`config.mk`:
```
export PLATFORM = sky130hd
export DESIGN_NAME = spi_read_engine
export DESIGN_NICKNAME = d
export VERILOG_FILES = /design/src/rtl/spi_rd_pkg.sv /design/src/rtl/spi_rd_front.sv /design/src/rtl/spi_rd_ctrl.sv /design/src/rtl/spi_rd_tx.sv /design/src/rtl/spi_read_engine.sv
export SDC_FILE = /design/constraint.sdc
export NUM_CORES = 1
export LEC_CHECK = 0
export BUFFER_PORTS_ARGS = -buffer_cell sky130_fd_sc_hd__buf_2
export CORE_MARGIN = 2
export CORE_UTILIZATION = 55
export CTS_BUF_LIST = sky130_fd_sc_hd__clkbuf_4 sky130_fd_sc_hd__clkbuf_8
export CTS_CLUSTER_DIAMETER = 80
export DETAILED_ROUTE_END_ITERATION = 10
export PLACE_DENSITY = 0.82
export SYNTH_ARGS = -nofsm -noshare
export SYNTH_HDL_FRONTEND = slang
export SYNTH_HIERARCHICAL = 1
export SYNTH_SLANG_ARGS = --single-unit
```
`constraint.sdc`:
```
create_clock -name clk -period 4.2 [get_ports clk]
set_input_delay 0.63 -clock clk [delete_from_list [all_inputs] [get_ports clk]]
set_output_delay 0.63 -clock clk [all_outputs]
set_load 0.03 [all_outputs]
```
`src/rtl/spi_rd_pkg.sv`:
```
package spi_rd_pkg;
  localparam int ADDR_BITS = 24;
  localparam logic [7:0] OP_READ  = 8'h03;
  localparam logic [7:0] OP_FAST  = 8'h0B;
  localparam logic [7:0] OP_DOUT  = 8'h3B;
  localparam logic [7:0] OP_DIO   = 8'hBB;

  typedef enum logic [2:0] {PH_CMD, PH_ADDR, PH_DUMMY, PH_DATA, PH_SKIP} phase_t;

  typedef struct packed {
    logic       valid;
    logic       addr_dual;
    logic       data_dual;
    logic [3:0] dummy;
  } rd_cfg_t;

  function automatic rd_cfg_t decode_op(input logic [7:0] op);
    rd_cfg_t c;
    c = '{valid: 1'b0, addr_dual: 1'b0, data_dual: 1'b0, dummy: 4'd0};
    case (op)
      OP_READ: c.valid = 1'b1;
      OP_FAST: begin c.valid = 1'b1; c.dummy = 4'd8; end
      OP_DOUT: begin c.valid = 1'b1; c.dummy = 4'd8; c.data_dual = 1'b1; end
      OP_DIO:  begin c.valid = 1'b1; c.dummy = 4'd4; c.data_dual = 1'b1; c.addr_dual = 1'b1; end
      default: c.valid = 1'b0;
    endcase
    return c;
  endfunction
endpackage

```
`src/rtl/spi_rd_front.sv`:
```
module spi_rd_front #(
  parameter int STAGES = 2
) (
  input  logic clk,
  input  logic rst_n,
  input  logic sck,
  input  logic cs_n,
  input  logic io0_in,
  input  logic io1_in,
  output logic rise,
  output logic fall,
  output logic active,
  output logic s_io0,
  output logic s_io1
);
  localparam int W = 4;
  localparam logic [W-1:0] RST_VAL = 4'b0010;

  logic [W-1:0] din;
  logic [W-1:0] sync_q;
  logic         sck_last_q;

  assign din = {io1_in, io0_in, cs_n, sck};

  generate
    for (genvar b = 0; b < W; b++) begin : g_bit
      logic [STAGES-1:0] pipe_q;
      always_ff @(posedge clk or negedge rst_n) begin
        if (!rst_n) pipe_q <= {STAGES{RST_VAL[b]}};
        else        pipe_q <= {pipe_q[STAGES-2:0], din[b]};
      end
      assign sync_q[b] = pipe_q[STAGES-1];
    end
  endgenerate

  always_ff @(posedge clk or negedge rst_n) begin
    if (!rst_n) sck_last_q <= 1'b0;
    else        sck_last_q <= sync_q[0];
  end

  assign active = ~sync_q[1];
  assign rise   = active & sync_q[0] & ~sck_last_q;
  assign fall   = active & ~sync_q[0] & sck_last_q;
  assign s_io0  = sync_q[2];
  assign s_io1  = sync_q[3];
endmodule

```
`src/rtl/spi_rd_ctrl.sv`:
```
module spi_rd_ctrl
  import spi_rd_pkg::*;
#(
  parameter int MEM_AW = 23
) (
  input  logic              clk,
  input  logic              rst_n,
  input  logic              rise,
  input  logic              fall,
  input  logic              active,
  input  logic              s_io0,
  input  logic              s_io1,
  output logic              load,
  output logic              step,
  output logic              dual,
  output logic              data_en,
  output logic              mem_rd,
  output logic [MEM_AW-1:0] mem_addr
);
  localparam logic [4:0] A_LAST_1 = 5'(ADDR_BITS - 1);
  localparam logic [4:0] A_LAST_2 = 5'(ADDR_BITS / 2 - 1);
  localparam logic [2:0] F_LAST_1 = 3'd7;
  localparam logic [2:0] F_LAST_2 = 3'd3;

  phase_t                 phase_q, phase_d;
  logic [4:0]             cnt_q, cnt_d;
  logic [7:0]             opsh_q, opsh_d;
  rd_cfg_t                cfg_q, cfg_d;
  logic [ADDR_BITS-1:0]   ash_q, ash_d;
  logic [MEM_AW-1:0]      ptr_q, ptr_d;
  logic [2:0]             fcnt_q, fcnt_d;
  logic                   rd_q, rd_d;
  logic [MEM_AW-1:0]      raddr_q, raddr_d;
  logic [2:0]             f_last;

  assign f_last = cfg_q.data_dual ? F_LAST_2 : F_LAST_1;

  always_comb begin
    phase_d = phase_q;
    cnt_d   = cnt_q;
    opsh_d  = opsh_q;
    cfg_d   = cfg_q;
    ash_d   = ash_q;
    ptr_d   = ptr_q;
    fcnt_d  = fcnt_q;
    rd_d    = 1'b0;
    raddr_d = raddr_q;
    load    = 1'b0;
    step    = 1'b0;
    if (!active) begin
      phase_d = PH_CMD;
      cnt_d   = '0;
      fcnt_d  = '0;
    end else begin
      case (phase_q)
        PH_CMD: if (rise) begin
          opsh_d = {opsh_q[6:0], s_io0};
          cnt_d  = cnt_q + 5'd1;
          if (cnt_q == 5'd7) begin
            cfg_d   = decode_op(opsh_d);
            cnt_d   = '0;
            phase_d = cfg_d.valid ? PH_ADDR : PH_SKIP;
          end
        end
        PH_ADDR: if (rise) begin
          ash_d = cfg_q.addr_dual ? {ash_q[ADDR_BITS-3:0], s_io1, s_io0}
                                  : {ash_q[ADDR_BITS-2:0], s_io0};
          cnt_d = cnt_q + 5'd1;
          if (cnt_q == (cfg_q.addr_dual ? A_LAST_2 : A_LAST_1)) begin
            cnt_d = '0;
            ptr_d = ash_d[MEM_AW-1:0];
            if (cfg_q.dummy == 4'd0) begin
              phase_d = PH_DATA;
              rd_d    = 1'b1;
              raddr_d = ptr_d;
            end else begin
              phase_d = PH_DUMMY;
            end
          end
        end
        PH_DUMMY: if (rise) begin
          cnt_d = cnt_q + 5'd1;
          if (cnt_q == {1'b0, cfg_q.dummy} - 5'd1) begin
            cnt_d   = '0;
            phase_d = PH_DATA;
            rd_d    = 1'b1;
            raddr_d = ptr_q;
          end
        end
        PH_DATA: if (fall) begin
          if (fcnt_q == 3'd0) begin
            load    = 1'b1;
            ptr_d   = ptr_q + 1'b1;
            rd_d    = 1'b1;
            raddr_d = ptr_d;
          end else begin
            step = 1'b1;
          end
          fcnt_d = (fcnt_q == f_last) ? 3'd0 : fcnt_q + 3'd1;
        end
        default: ;
      endcase
    end
  end

  always_ff @(posedge clk or negedge rst_n) begin
    if (!rst_n) begin
      phase_q <= PH_CMD;
      cnt_q   <= '0;
      opsh_q  <= '0;
      cfg_q   <= '0;
      ash_q   <= '0;
      ptr_q   <= '0;
      fcnt_q  <= '0;
      rd_q    <= 1'b0;
      raddr_q <= '0;
    end else begin
      phase_q <= phase_d;
      cnt_q   <= cnt_d;
      opsh_q  <= opsh_d;
      cfg_q   <= cfg_d;
      ash_q   <= ash_d;
      ptr_q   <= ptr_d;
      fcnt_q  <= fcnt_d;
      rd_q    <= rd_d;
      raddr_q <= raddr_d;
    end
  end

  assign dual     = cfg_q.data_dual;
  assign data_en  = active && (phase_q == PH_DATA);
  assign mem_rd   = rd_q;
  assign mem_addr = raddr_q;

  assert_read_only_in_data_R11: assert property (@(posedge clk) disable iff (!rst_n)
    mem_rd |-> phase_q == PH_DATA);
  assert_valid_op_in_data_R11: assert property (@(posedge clk) disable iff (!rst_n)
    phase_q == PH_DATA |-> cfg_q.valid);
  assert_data_after_setup_R3: assert property (@(posedge clk) disable iff (!rst_n)
    $rose(phase_q == PH_DATA) |-> ($past(phase_q) == PH_ADDR || $past(phase_q) == PH_DUMMY));
  assert_prefetch_on_load_R7: assert property (@(posedge clk) disable iff (!rst_n)
    load |=> mem_rd);
  assert_abort_restart_R10: assert property (@(posedge clk) disable iff (!rst_n)
    !active |=> phase_q == PH_CMD);
endmodule

```
`src/rtl/spi_rd_tx.sv`:
```
module spi_rd_tx (
  input  logic       clk,
  input  logic       rst_n,
  input  logic       load,
  input  logic       step,
  input  logic       dual,
  input  logic       data_en,
  input  logic       mem_rd,
  input  logic [7:0] mem_data,
  output logic       io0_out,
  output logic       io0_oe,
  output logic       io1_out,
  output logic       io1_oe
);
  logic       rd_vld_q;
  logic [7:0] buf_q, buf_d;
  logic [7:0] sr_q, sr_d;
  logic       drv_q, drv_d;
  logic       dual_q, dual_d;

  always_comb begin
    buf_d  = rd_vld_q ? mem_data : buf_q;
    sr_d   = sr_q;
    dual_d = dual_q;
    if (load) begin
      sr_d   = buf_q;
      dual_d = dual;
    end else if (step) begin
      sr_d = dual_q ? {sr_q[5:0], 2'b00} : {sr_q[6:0], 1'b0};
    end
    drv_d = load ? 1'b1 : (data_en ? drv_q : 1'b0);
  end

  always_ff @(posedge clk or negedge rst_n) begin
    if (!rst_n) begin
      rd_vld_q <= 1'b0;
      buf_q    <= '0;
      sr_q     <= '0;
      drv_q    <= 1'b0;
      dual_q   <= 1'b0;
    end else begin
      rd_vld_q <= mem_rd;
      buf_q    <= buf_d;
      sr_q     <= sr_d;
      drv_q    <= drv_d;
      dual_q   <= dual_d;
    end
  end

  assign io1_oe  = drv_q;
  assign io0_oe  = drv_q & dual_q;
  assign io1_out = drv_q & sr_q[7];
  assign io0_out = drv_q & dual_q & sr_q[6];

  assert_hiz_outside_data_R12: assert property (@(posedge clk) disable iff (!rst_n)
    !data_en |=> (!io1_oe && !io0_oe));
  assert_io0_only_dual_R12: assert property (@(posedge clk) disable iff (!rst_n)
    io0_oe |-> io1_oe);
endmodule

```
`src/rtl/spi_read_engine.sv`:
```
module spi_read_engine #(
  parameter int MEM_AW      = 23,
  parameter int SYNC_STAGES = 2
) (
  input  logic              clk,
  input  logic              rst_n,
  input  logic              sck,
  input  logic              cs_n,
  input  logic              io0_in,
  input  logic              io1_in,
  output logic              io0_out,
  output logic              io0_oe,
  output logic              io1_out,
  output logic              io1_oe,
  output logic              mem_rd,
  output logic [MEM_AW-1:0] mem_addr,
  input  logic [7:0]        mem_data
);
  logic [1:0] rst_pipe_q;
  logic       rst_sn;
  logic       rise, fall, active, s_io0, s_io1;
  logic       load, step, dual, data_en;

  always_ff @(posedge clk or negedge rst_n) begin
    if (!rst_n) rst_pipe_q <= 2'b00;
    else        rst_pipe_q <= {rst_pipe_q[0], 1'b1};
  end
  assign rst_sn = rst_pipe_q[1];

  spi_rd_front #(.STAGES(SYNC_STAGES)) u_front (
    .clk(clk), .rst_n(rst_sn), .sck(sck), .cs_n(cs_n),
    .io0_in(io0_in), .io1_in(io1_in),
    .rise(rise), .fall(fall), .active(active), .s_io0(s_io0), .s_io1(s_io1)
  );

  spi_rd_ctrl #(.MEM_AW(MEM_AW)) u_ctrl (
    .clk(clk), .rst_n(rst_sn), .rise(rise), .fall(fall), .active(active),
    .s_io0(s_io0), .s_io1(s_io1), .load(load), .step(step), .dual(dual),
    .data_en(data_en), .mem_rd(mem_rd), .mem_addr(mem_addr)
  );

  spi_rd_tx u_tx (
    .clk(clk), .rst_n(rst_sn), .load(load), .step(step), .dual(dual),
    .data_en(data_en), .mem_rd(mem_rd), .mem_data(mem_data),
    .io0_out(io0_out), .io0_oe(io0_oe), .io1_out(io1_out), .io1_oe(io1_oe)
  );

  assert_idle_quiet_R1: assert property (@(posedge clk) disable iff (!rst_sn)
    cs_n && $past(cs_n) && $past(cs_n, 2) && $past(cs_n, 3) |-> (!io1_oe && !io0_oe && !mem_rd));
endmodule

```
# Yosys cells after proc, flatten, opt, wreduce, memory -nomap -nowiden

Cells that the tools add are included.
W data, S select, Z words.

Register bits after elaboration: 123
Output and inout bits: 28

$add $sub $neg: 4
Equal/unequal tests: 25
Muxes and demuxes: 64
Bitwise logic cells: 10
Reduce and logical (&&, ||, !) cells: 21

Operator list:

| kind                    | count |
|---|---|
| $mux W23                | 10 |
| $pmux W23 S3            | 1 |
| $pmux W23 S2            | 1 |
| $mux W5                 | 8 |
| $mux W3                 | 13 |
| $mux W1                 | 24 |
| $mux W8                 | 3 |
| $add A23 B1 Y23 const B | 1 |
| $pmux W5 S3             | 1 |
| $eq A5 B5 Y1            | 2 |
| $ne A2 B1 Y1 const B    | 5 |
| $ne A3 B2 Y1 const B    | 3 |
| $ne A3 B3 Y1 const B    | 3 |
| $pmux W3 S3             | 1 |
| $reduce_and A9 Y1       | 1 |
| $eq A8 B2 Y1 const B    | 1 |
| $eq A8 B4 Y1 const B    | 1 |
| $eq A8 B6 Y1 const B    | 1 |
| $eq A8 B8 Y1 const B    | 1 |
| $pmux W4 S2             | 1 |
| $reduce_and A4 Y1       | 2 |
| $reduce_bool A2 Y1      | 4 |
| $and A1 B1 Y1           | 7 |
| $reduce_and A7 Y1       | 1 |
| 20 further kinds        | 28 |

# Logic depth before layout (Yosys ltp)

Gate-level depths: netlist of the first run.

Word-level depth: 12
Depth in mapped cells: 11
Mapped depth without buffers: 7

# Cells and area by module

Netlist of the first run, hierarchy kept.

Modules (own cells, without submodules):

| module          | times used | cells an instance | area each (sq um) | sequential area each (sq um) |
|---|---|---|---|---|
| spi_rd_ctrl     | 1          | 583               | 5546.6            | 2252.2 |
| spi_rd_tx       | 1          | 69                | 858.3             | 475.5 |
| spi_rd_front    | 1          | 12                | 246.5             | 227.7 |
| spi_read_engine | 1          | 3                 | 53.8              | 50.0 |

# Least setup slack after synthesis of the first run

OpenSTA, ideal clock, no wires.

Kind: reg2reg
From: reg u_ctrl/cfg_q[5] in the netlist's numbering
To: reg u_ctrl.raddr_q[10], in the netlist u_ctrl/mem_addr[10]
Setup time: 125 ps
Arrival: 2622 ps
Setup slack: 1452 ps
Cell stages (with the launch flop): 12
Path buffers: 4
Period minus slack after synthesis: 2748 ps
Cells stage by stage: dfrtp_1 > buf_6 > clkbuf_1 > inv_1 > ha_1 > xor2_1 > nand4_1 > o32ai_1 > o21a_1 > buf_6 > buf_12 > mux2_4

Longest elaborated chain between the ends: 5

RTL lines:

| what                                                      | line               | source |
|---|---|---|
| start: declaration                                        | spi_rd_ctrl.sv:28  | `rd_cfg_t cfg_q, cfg_d;` |
| start signal: assignment                                  | spi_rd_ctrl.sv:121 | `cfg_q <= cfg_d;` |
| branches (longest 5 deep; another with $reduce_and A9 Y1) | n/a                |  |
| end signal: assignment                                    | spi_rd_ctrl.sv:126 | `raddr_q <= raddr_d;` |
| end: declaration                                          | spi_rd_ctrl.sv:33  | `logic [MEM_AW-1:0] raddr_q, raddr_d;` |

Parallel ways; which one is timed is not known. The select of a mux whose other input is x is not followed.
A chain may end at the register's enable or synchronous reset.

# Worst setup path after layout of the first run

From: reg u_ctrl/cfg_q[5] in the netlist's numbering
To: reg u_ctrl.raddr_q[1], in the netlist u_ctrl/mem_addr[1]

Same word-level chain as after synthesis.

==> impl_metrics.toml, run 1 <==
[critical_path]
crit_fanout = 24
reg2reg_from = "u_ctrl/cfg_q[5]$_DFFE_PN0P_"
crit_chain = "inv_1 -> ha_1 -> xor2_1 -> nand4_1 -> o32ai_1 -> o21a_1 -> buf_4 -> mux2_1"
arrival_ns = 3.20
r2r_end = "u_ctrl/mem_addr[1]$_DFFE_PN0P_"
crit_path_end_kind = "flip-flop"
criticalPathCategory = "reg2reg"
reg2reg_depth = 8
regToRegSetupSlack_ns = 1.32
cpMaxStageDelayCell = "dfrtp_1"
cp-start-kind = "flip-flop"
cpPeakStageDelay_ns = 0.64
critPathRequiredTime_ns = 4.52

[timing]
fin_ws_ns = 1.32
max_freq_mhz = 347
tightest_slew_ns = 1.09
grt_setup_unrepaired = "no"
fin_skew_ns = 0.00654
drv_slew = 0
hold_viol = 0
setup_tns_ns = 0
period_share_pct = 68.6
slew_headroom_pct = 27.5
min_period_ns = 2.88
whs_ns = 0.290
setup_viol = 0

[grt]
grt_max_degree = 44
grt_pass1_vias = 5068
antenna_found_initial = 0
grt_usage_pct = 24.3
grt_pass1_wl_mm = 25.0
grt_overflow = 0

[yosys]
synth_xor_area_share_pct = 2.07
seq_area_frac_synth_pct = 44.8
synth-edff-count = 0
synth-compound-area-share_pct = 15.1
ys_ff_latch = 120
yosysWarnings = 6
synth_fp_nets = 687
synth_mux_area_share_pct = 14.1
syn_area_um2 = 6710
async_flop_share_pct = 100
syn_area_per_cell_um2 = 10.1
synth_top_family_by_area = "simple AND/OR/NAND/NOR gates"
ys_types = 75
synth_cells = 667
synth-simple-area-share_pct = 17.5
synth_adder_area_share_pct = 1.12
synth_ff_type = "dfrtp_1"

[detailed_routing]
vias_per_cell = 6.13
dr.pass1.iters = 5
antenna_left = 0
drcViolationCount = 0
drtIter0Drc = 495
routed_wl_mm = 14.9
num_vias = 5189
routedWlPerCell_um = 17.6

[floorplan]
die_w_um = 114
initial_utilization_pct = 56.1
die_y_um = 114
ioPinCount = 42
num_rows = 40
dieArea_um2 = 13100
coreArea_um2 = 12000

[clock_network]
cts_htree_levels = 4
post_cts_buffers = 0
cts_tree = "built"
clk_latency_ns = 0.44
hold_buffers = 1
cts_sinks = 120
clkTransAtPathRegs_ns = 0.07
cts_buffers = 17
cts_buffer_depth = 2
cts_repair_resize_count = 0
root_buffer = "clkbuf_8"

[min_path]
min_path_cells = 1
hp-class = "in2reg"
min_from = "cs_n"
hold_path_end = "u_front/g_bit[1].pipe_q[0]$_DFF_PN1_"

[finish]
antennaDiodeCount = 0
layoutNonFillerInstCount = 846
drive_gt1_share_pct = 20.2
num-nets-final = 707
fillers = 976
final_cell_mix = "117 x dfrtp_1, 56 x nor2_1, 53 x a21oi_1"
final_common_cell = "dfrtp_1"
area_growth_pct = 8.75

[run_status]
outcome = "finished clean"

[power]
p_leak_uw = 0.00335
peakVddDrop_v = 0.000218
power-per-cell-area_nw_per_um2 = 316
total_power_uw = 2300

[job]
cap_violations = 0

[placed_design]
place_ws_ns = 1.35
dp_hpwl_mm = 9.98
io_buffers = 41
dp.cells = 814
gp_congestion = 0.948
==> worst max-delay path, delay by kind of cell (launching register included) <==
| family | cells | cell delay (ns) |
|---|---|---|
| flip-flops | 1 | 0.64 |
| adder cells (fa/ha/maj) | 1 | 0.33 |
| multiplexers | 1 | 0.37 |
| AND/OR/NAND/NOR | 1 | 0.17 |
| XOR/XNOR | 1 | 0.23 |
| AO/OA/AOI/OAI | 2 | 0.49 |
| buffers and inverters | 2 | 0.52 |
==> per-stage QoR <==
step                      utilization (%)  instance area, um2
after floorplan                         -                6710
after global placement               57.6                6890
after detailed placement             57.6                6890
after CTS                            61.0                7290
after global routing                 61.0                7290
final                                61.0                7290
==> Yosys cell counts (all sizes together), types with 3 or more instances <==
cell	number	area (um2)
a22oi	5	37.5
nor4	5	52.6
a31oi	3	18.8
a211oi	8	60.1
nand3	19	95.1
xnor2	9	78.8
and2	7	43.8
nor3	11	55.1
nor3b	3	22.5
clkbuf	18	68.8
a2bb2oi	4	35.0
o22a	9	78.8
or3b	7	61.3
inv	15	56.3
dfrtp	118	2950
o22ai	8	50.1
and3	11	68.8
mux2i	35	350
a32oi	3	26.3
nand4	13	87.6
nor2	59	229
nand2	51	194
o21ai	23	119
xor2	6	60.1
and4	6	52.6
mux2	47	593
nor2b	7	43.8
a21oi	53	265
buf	34	229
a21o	3	22.5
ha	6	75.1
o211ai	8	60.1
nand2b	10	62.6
a41oi	3	26.3
a211o	4	35.0
==> how the worst max path moves through the flow <==
stage / from / slack, ns / cells past startpoint / to
after floorplan: rst_pipe_q[1]$_DFF_PN0_ / 0.61 / 0 / u_ctrl/ash_q[0]$_DFFE_PN0P_
after global placement: u_ctrl/cfg_q[5]$_DFFE_PN0P_ / 1.48 / 8 / u_ctrl/mem_addr[2]$_DFFE_PN0P_
after detailed placement: u_ctrl/cfg_q[5]$_DFFE_PN0P_ / 1.35 / 8 / u_ctrl/mem_addr[1]$_DFFE_PN0P_
after CTS: u_ctrl/cfg_q[5]$_DFFE_PN0P_ / 1.33 / 8 / u_ctrl/mem_addr[1]$_DFFE_PN0P_
after global routing: u_ctrl/cfg_q[5]$_DFFE_PN0P_ / 1.15 / 8 / u_ctrl/mem_addr[2]$_DFFE_PN0P_
final: u_ctrl/cfg_q[5]$_DFFE_PN0P_ / 1.32 / 8 / u_ctrl/mem_addr[1]$_DFFE_PN0P_
==> cell families after synthesis <==
logic type,count (synthesis)
AND/OR/NAND/NOR,221
AO/OA/AOI/OAI,154
flip-flops,120
multiplexers,82
buffers and inverters,68
XOR/XNOR,15
adder cells (fa/ha/maj),6
other,1
==> cell type report <==
class / instances / area [um2] / share of cell area (%)
clock buffers: 22 / 297 / 4.07
clock inverters: 9 / 97.6 / 1.34
inverters: 16 / 60.1 / 0.824
multi-input cells: 479 / 3350 / 45.9
flip-flops and latches: 120 / 3010 / 41.3
well taps: 147 / 184 / 2.52
repair buffers: 53 / 298 / 4.08
==> registers in the layout (all words and copies together) (netlist names) <==
register,count
rst_pipe_q,2
u_ctrl/dual,1
u_ctrl/ptr_q,23
u_tx/rd_vld_q,1
u_ctrl/cnt_q,5
u_ctrl/phase_q,3
u_ctrl/cfg_q,2
u_ctrl/fcnt_q,3
u_tx/sr_q,8
u_tx/dual_q,1
u_ctrl/mem_addr,23
u_ctrl/mem_rd,1
u_tx/io1_oe,1
u_tx/buf_q,8
u_ctrl/ash_q,22
u_front/g_bit.pipe_q,8
u_front/sck_last_q,1
u_ctrl/opsh_q,7
==> routing by layer <==
layer  global-route usage [%]  share of wire, %  up-vias
met1                     32.9                46     2547
met2                     38.9                48      157
met5                        0                 0        -
met4                     9.02               1.5        0
li1                         -                 -     2467
met3                     4.92               5.1       18
==> power breakdown <==
group	switching (uW)	total (uW)	leakage, uW	internal [uW]
Combinational	34.5	64.0	0.00154	29.5
Sequential	26.0	1210	0.00160	1180
Clock	448	1030	0.000207	587
(Power assumes the default switching activity.)
==> run 2, diff against run 1 <==
ABC_AREA = 1   (was not set)
PLACE_DENSITY = 0.85   (was 0.82)
clock period = 2.5 ns   (was 4.2 ns; I/O delays follow)
==> run 2 against run 1 <==
Effect of this change: via count is 14% higher; sequential share of layout area is 0.71 points higher; combinational power is 64% higher; final cell count increased by 29%; utilization grew 1.6 points; global-route usage decreased by 0.16 points; clock-buffer cell count is 6 higher; sequential cell count stayed put; total power grew 58%; critical path type unchanged; critical endpoint is now u_ctrl/mem_addr[20]$_DFFE_PN0P_; largest power group unchanged.
==> impl_metrics.toml, run 2 <==
[run_status]
outcome = "finished clean"

[finish]
num-nets-final = 960
antennaDiodeCount = 0
fin_area_um2 = 7170
fillers = 989
final_cell_mix = "321 x nand2_1, 117 x dfrtp_1, 100 x inv_1"
drive_gt1_share_pct = 12.1
final_common_cell = "nand2_1"
area_growth_pct = 10.0

[clock_network]
cts_sinks = 120
clkTransAtPathRegs_ns = 0.06
cts_buffers = 17
cts_repair_resize_count = 0
cts_htree_levels = 4
clk_latency_ns = 0.45
cts_buffer_depth = 2
root_buffer = "clkbuf_8"
cts_tree = "built"

[yosys]
yosysWarnings = 6
seq_area_frac_synth_pct = 46.1
synth-edff-count = 0
async_flop_share_pct = 100
synth-simple-area-share_pct = 30.4
yosysTopAreaCell = "dfrtp_1"
synth-compound-area-share_pct = 11.7
ys_types = 38
netlist_top_cells_area = "dfrtp_1 45%, nand2_1 18%, o21ai_0 7.6%, inv_1 5.8%, nor2_1 4.7%"
syn_area_per_cell_um2 = 7.23
synth_top_family_by_area = "simple AND/OR/NAND/NOR gates"
synth_ff_type = "dfrtp_1"
synth_top_area_share_pct = 45.3
synth_fp_nets = 922
synth_adder_area_share_pct = 1.15
synth_mux_area_share_pct = 1.04
synth_xor_area_share_pct = 0.403
synth_cells = 902
synth_most_common_cell = "nand2_1"
syn_area_um2 = 6520
synthTopCellsByCount = "321 x nand2_1, 118 x dfrtp_1, 100 x inv_1"
ys_ff_latch = 120

[detailed_routing]
routed_wl_mm = 14.5
num_vias = 5941
drtIter0Drc = 548
drcViolationCount = 0
antenna_left = 0
routedWlPerCell_um = 13.2
vias_per_cell = 5.43
dr.pass1.iters = 6

[floorplan]
initial_utilization_pct = 56.8
die_w_um = 113
dieArea_um2 = 12700
coreArea_um2 = 11500
num_rows = 39
ioPinCount = 42
die_y_um = 113

[grt]
grt_pass1_vias = 5312
grt_max_degree = 119
grt_overflow = 0
grt_pass1_wl_mm = 24.7
grt_usage_pct = 24.1
antenna_found_initial = 0

[power]
power-per-cell-area_nw_per_um2 = 509
p_seq_share_pct = 54.6
sw_frac_of_total_pct = 21.7
combPwrFrac_pct = 2.9
power.switching_uw = 791
clkPwrFrac_pct = 42.5
p_int_uw = 2860
p_leak_uw = 0.00357
total_power_uw = 3650
peakVddDrop_v = 0.000574

[placed_design]
io_buffers = 41
gp_congestion = 0.907
placed_area_um2 = 6790
dp_hpwl_mm = 10.1

[critical_path]
cp-start-kind = "flip-flop"
criticalPathCategory = "reg2reg"
crit_fanout = 29
critPathRequiredTime_ns = 2.89
reg2reg_depth = 13
arrival_ns = 2.55
crit_path_end_kind = "flip-flop"

[timing]
slew_headroom_pct = 57.4
tightest_slew_ns = 0.632
grt_setup_unrepaired = "no"
max_freq_mhz = 462
hold_viol = 0
period_share_pct = 86.6
drv_slew = 0
fin_skew_ns = 0.00687
setup_viol = 0
min_period_ns = 2.16
setup_tns_ns = 0

[min_path]
hp-class = "in2reg"
min_path_cells = 1

[job]
cap_violations = 0
## run 2: power groups by stage
| stage | registers, uW | clock network [uW] | logic [uW] |
|---|---|---|---|
| 3_3_place_gp | 2030 | 0 | 101 |
| 4_1_cts | 1990 | 1580 | 107 |
| 5_1_grt | 2000 | 1670 | 125 |
| 3_5_place_dp | 2030 | 0 | 105 |
| 6_report | 1990 | 1550 | 105 |
| 2_1_floorplan | 2050 | 0 | 43.1 |
## run 2: through the flow
step | setup slack, ns | instances | utilization (%) | hold WS, ns
final | 0.335 | 1095 | 62.5 | 0.0320
after CTS | 0.347 | 1094 | 62.4 | 0.0112
after global routing | 0.142 | 1095 | 62.5 | 0.00817
after global placement | 0.456 | 1062 | 59.2 | 0.160
after detailed placement | 0.414 | 1062 | 59.2 | 0.164
after floorplan | 0.499 | 902 | - | 0.0794
## run 2: cells by family after synthesis
family                     after synthesis
AOI/OAI and AO/OA                      144
xor gates and xnor gates                 3
adders and majority gates                6
buffers and inverters                  138
DFF                                    120
muxes                                    6
other                                    1
and+or+nand+nor                        484
## run 2: layer usage
metal  vias up  track usage (%)  routed length, um
met3        25             5.36               1180
met5         -                0                  0
met2       233             35.6               6340
met1      2763             34.9               6680
li1       2920                -                  -
met4         0             9.51                288
## run 2: path summary, 6_finish.rpt
path,startpoint,endpoint,slack (ns)
setup / recovery,u_ctrl/cfg_q[5]$_DFFE_PN0P_,u_ctrl/mem_addr[20]$_DFFE_PN0P_,0.34
hold / removal,io0_in,u_front/g_bit[2].pipe_q[0]$_DFF_PN0_,0.03
setup reg to reg,u_ctrl/cfg_q[5]$_DFFE_PN0P_,u_ctrl/mem_addr[20]$_DFFE_PN0P_,0.34
hold reg to reg,u_front/g_bit[0].pipe_q[0]$_DFF_PN0_,u_front/g_bit[0].pipe_q[1]$_DFF_PN0_,0.35
max in group asynchronous,rst_pipe_q[1]$_DFF_PN0_,u_ctrl/mem_addr[13]$_DFFE_PN0P_,1.65
min in group asynchronous,rst_n,rst_pipe_q[1]$_DFF_PN0_,0.24
## run 2: layout make-up
| class | instances | area [um2] | area share (%) |
|---|---|---|---|
| flip-flops and latches | 120 | 3010 | 42.0 |
| clock buffers | 28 | 342 | 4.76 |
| well taps | 143 | 179 | 2.50 |
| multi-input cells | 644 | 2930 | 40.8 |
| clock inverters | 3 | 15.0 | 0.209 |
| repair buffers | 50 | 290 | 4.05 |
| inverters | 107 | 407 | 5.67 |
## run 2: timing repair
| action | CTS | global route |
|---|---|---|
| setup buffers | 0 | 0 |
| hold endpoints to repair | 2 | 1 |
| hold buffers | 1 | 1 |
## run 2: critical path, stage by stage, from the launching register on
cell,delay (ns)
dfrtp_1,0.39
inv_1,0.14
ha_1,0.26
nand2_1,0.07
nand2_1,0.05
nor2_1,0.09
nand2_1,0.07
nand2_1,0.13
inv_1,0.09
nor2_4,0.11
nand2_2,0.31
nor2_1,0.24
nand2_1,0.07
nand2_1,0.06
==> run 3, diff against run 2 <==
ABC_AREA = not set   (was 1)
CORE_ASPECT_RATIO = 1.1   (was not set)
PLACE_DENSITY = 0.82   (was 0.85)
clock period = 2.54 ns   (was 2.5 ns; I/O delays follow)
==> run 3 against run 2 <==
Effect of this change: clock-buffer cell count decreased by 11; non-clock buffer count increased by 19; hold slack improved by 0.11 ns; clock power increased by 20%; fmax decreased by 11%.
==> impl_metrics.toml, run 3 (synthesis gave the netlist of run 1 again) <==
[grt]
grt_max_degree = 49
grt_pass1_wl_mm = 25.2
grt_overflow = 0
grt_usage_pct = 24.9
grt_pass1_vias = 5247
antenna_found_initial = 0

[power]
peakVddDrop_v = 0.000381
p_leak_uw = 0.00346
power-per-cell-area_nw_per_um2 = 525

[clock_network]
cts_buffers = 17
root_buffer = "clkbuf_8"
clkTransAtPathRegs_ns = 0.08
cts_buffer_depth = 2
cts_sinks = 120
cts_htree_levels = 4
post_cts_buffers = 0
cts_tree = "built"
clk_latency_ns = 0.47

[finish]
drive_gt1_share_pct = 21.8
layoutNonFillerInstCount = 870
num-nets-final = 723
postLayoutCoreUtil_pct = 63.1
area_growth_pct = 12.7
final_common_cell = "dfrtp_1"
antennaDiodeCount = 0
final_cell_mix = "117 x dfrtp_1, 56 x nor2_1, 53 x a21oi_1"

[job]
cap_violations = 0

[floorplan]
coreArea_um2 = 12000
ioPinCount = 42
die_y_um = 120
num_rows = 42
die_w_um = 109
initial_utilization_pct = 56.0
dieArea_um2 = 13100

[detailed_routing]
drtIter0Drc = 542
highest_layer = "met4"
drcViolationCount = 0
vias_per_cell = 6.20
wl_met1_mm = 6.60
dr.pass1.iters = 5
num_vias = 5393
met3WireLength_um = 942
antenna_left = 0
routed_wl_mm = 15.4
routedWlPerCell_um = 17.7
wl_met2_mm = 7.49

[critical_path]
cp-start-kind = "flip-flop"
crit_path_end_kind = "flip-flop"
critPathRequiredTime_ns = 2.89
arrival_ns = 2.79
crit_fanout = 13
criticalPathCategory = "reg2reg"

[timing]
min_period_ns = 2.43
slew_headroom_pct = 55.9
period_share_pct = 95.8
tightest_slew_ns = 0.661
hold_viol = 0
fin_skew_ns = 0.0134
fin_ws_ns = 0.107
drv_slew = 0
max_freq_mhz = 411
setup_viol = 0
whs_ns = 0.139

[placed_design]
io_buffers = 41
dp.cells = 833
dp_hpwl_mm = 10.4
gp_congestion = 0.890
place_ws_ns = 0.0332

[run_status]
outcome = "finished clean"

[min_path]
hp-class = "in2reg"
==> run 3: cell count changes in the layout (fill, tap and decap cells not counted), sizes merged, moves of 30 or more <==
| cell | delta |
|---|---|
| a21oi | +30 |
| inv | -87 |
| mux2 | +41 |
| mux2i | +35 |
| nand2 | -275 |
| nand3 | -40 |
| nor2 | -30 |
| o21ai | -80 |
==> run 3: final cells by class <==
type / instances / area (um2)
repair buffers: 69 / 515
clock inverters: 15 / 193
multi-input cells: 479 / 3360
flip-flops and latches: 120 / 3010
inverters: 16 / 60.1
clock buffers: 17 / 234
fillers: 982 / 4420
well taps: 154 / 193
==> run 3: worst max-delay path: stages (launching register included) <==
cell and delay, ns:
dfrtp_1 0.45, inv_1 0.11, ha_1 0.32, xor2_1 0.25, nand4_1 0.18, o32ai_2 0.28
o21a_2 0.23, buf_12 0.17, mux2_1 0.33
==> run 3: what timing repair did <==
item | in CTS | in global routing
endpoints found under the setup margin | 0 | 20
gates resized for setup | 0 | 2
hold buffers | 5 | 0
hold endpoints to repair | 6 | 0
==> run 3: final timing paths <==
| kind | slack, ns | end | start | depth (start not counted) |
|---|---|---|---|---|
| max | 0.11 | u_ctrl/mem_addr[0]$_DFFE_PN0P_ | u_ctrl/cfg_q[5]$_DFFE_PN0P_ | 8 |
| min reg2reg | 0.35 | rst_pipe_q[1]$_DFF_PN0_ | rst_pipe_q[0]$_DFF_PN0_ | 0 |
| max in group asynchronous | 1.54 | u_ctrl/ash_q[3]$_DFFE_PN0P_ | rst_pipe_q[1]$_DFF_PN0_ | 1 |
| min | 0.14 | u_tx/buf_q[2]$_DFFE_PN0P_ | mem_data[2] | 2 |
| min in group asynchronous | 0.22 | rst_pipe_q[1]$_DFF_PN0_ | rst_n | 2 |
| max reg2reg | 0.11 | u_ctrl/mem_addr[0]$_DFFE_PN0P_ | u_ctrl/cfg_q[5]$_DFFE_PN0P_ | 8 |
==> run 3: layer usage <==
layer	GRT usage, %	vias up
met2	40.2	219
met3	5.70	30
li1	-	2493
met5	0	-
met1	31.7	2651
met4	11.6	0
==> run 3: report_power, final <==
part           leakage, uW  total [uW]  internal, uW  switching (uW)
sequential         0.00160        2000          1950            45.5
clock             0.000213        1860           992             868
combinational      0.00165         115          58.1            56.5
==> run 3: per-stage QoR <==
step / TNS (ns) / instance area [um2] / total power [uW]
3_5_place_dp: 0 / 7070 / 2140
2_1_floorplan: 0 / 6710 / 2090
5_1_grt: -0.0383 / 7560 / 4100
4_1_cts: 0 / 7550 / 4010
3_3_place_gp: 0 / 7070 / 2140
6_report: 0 / 7560 / 3970
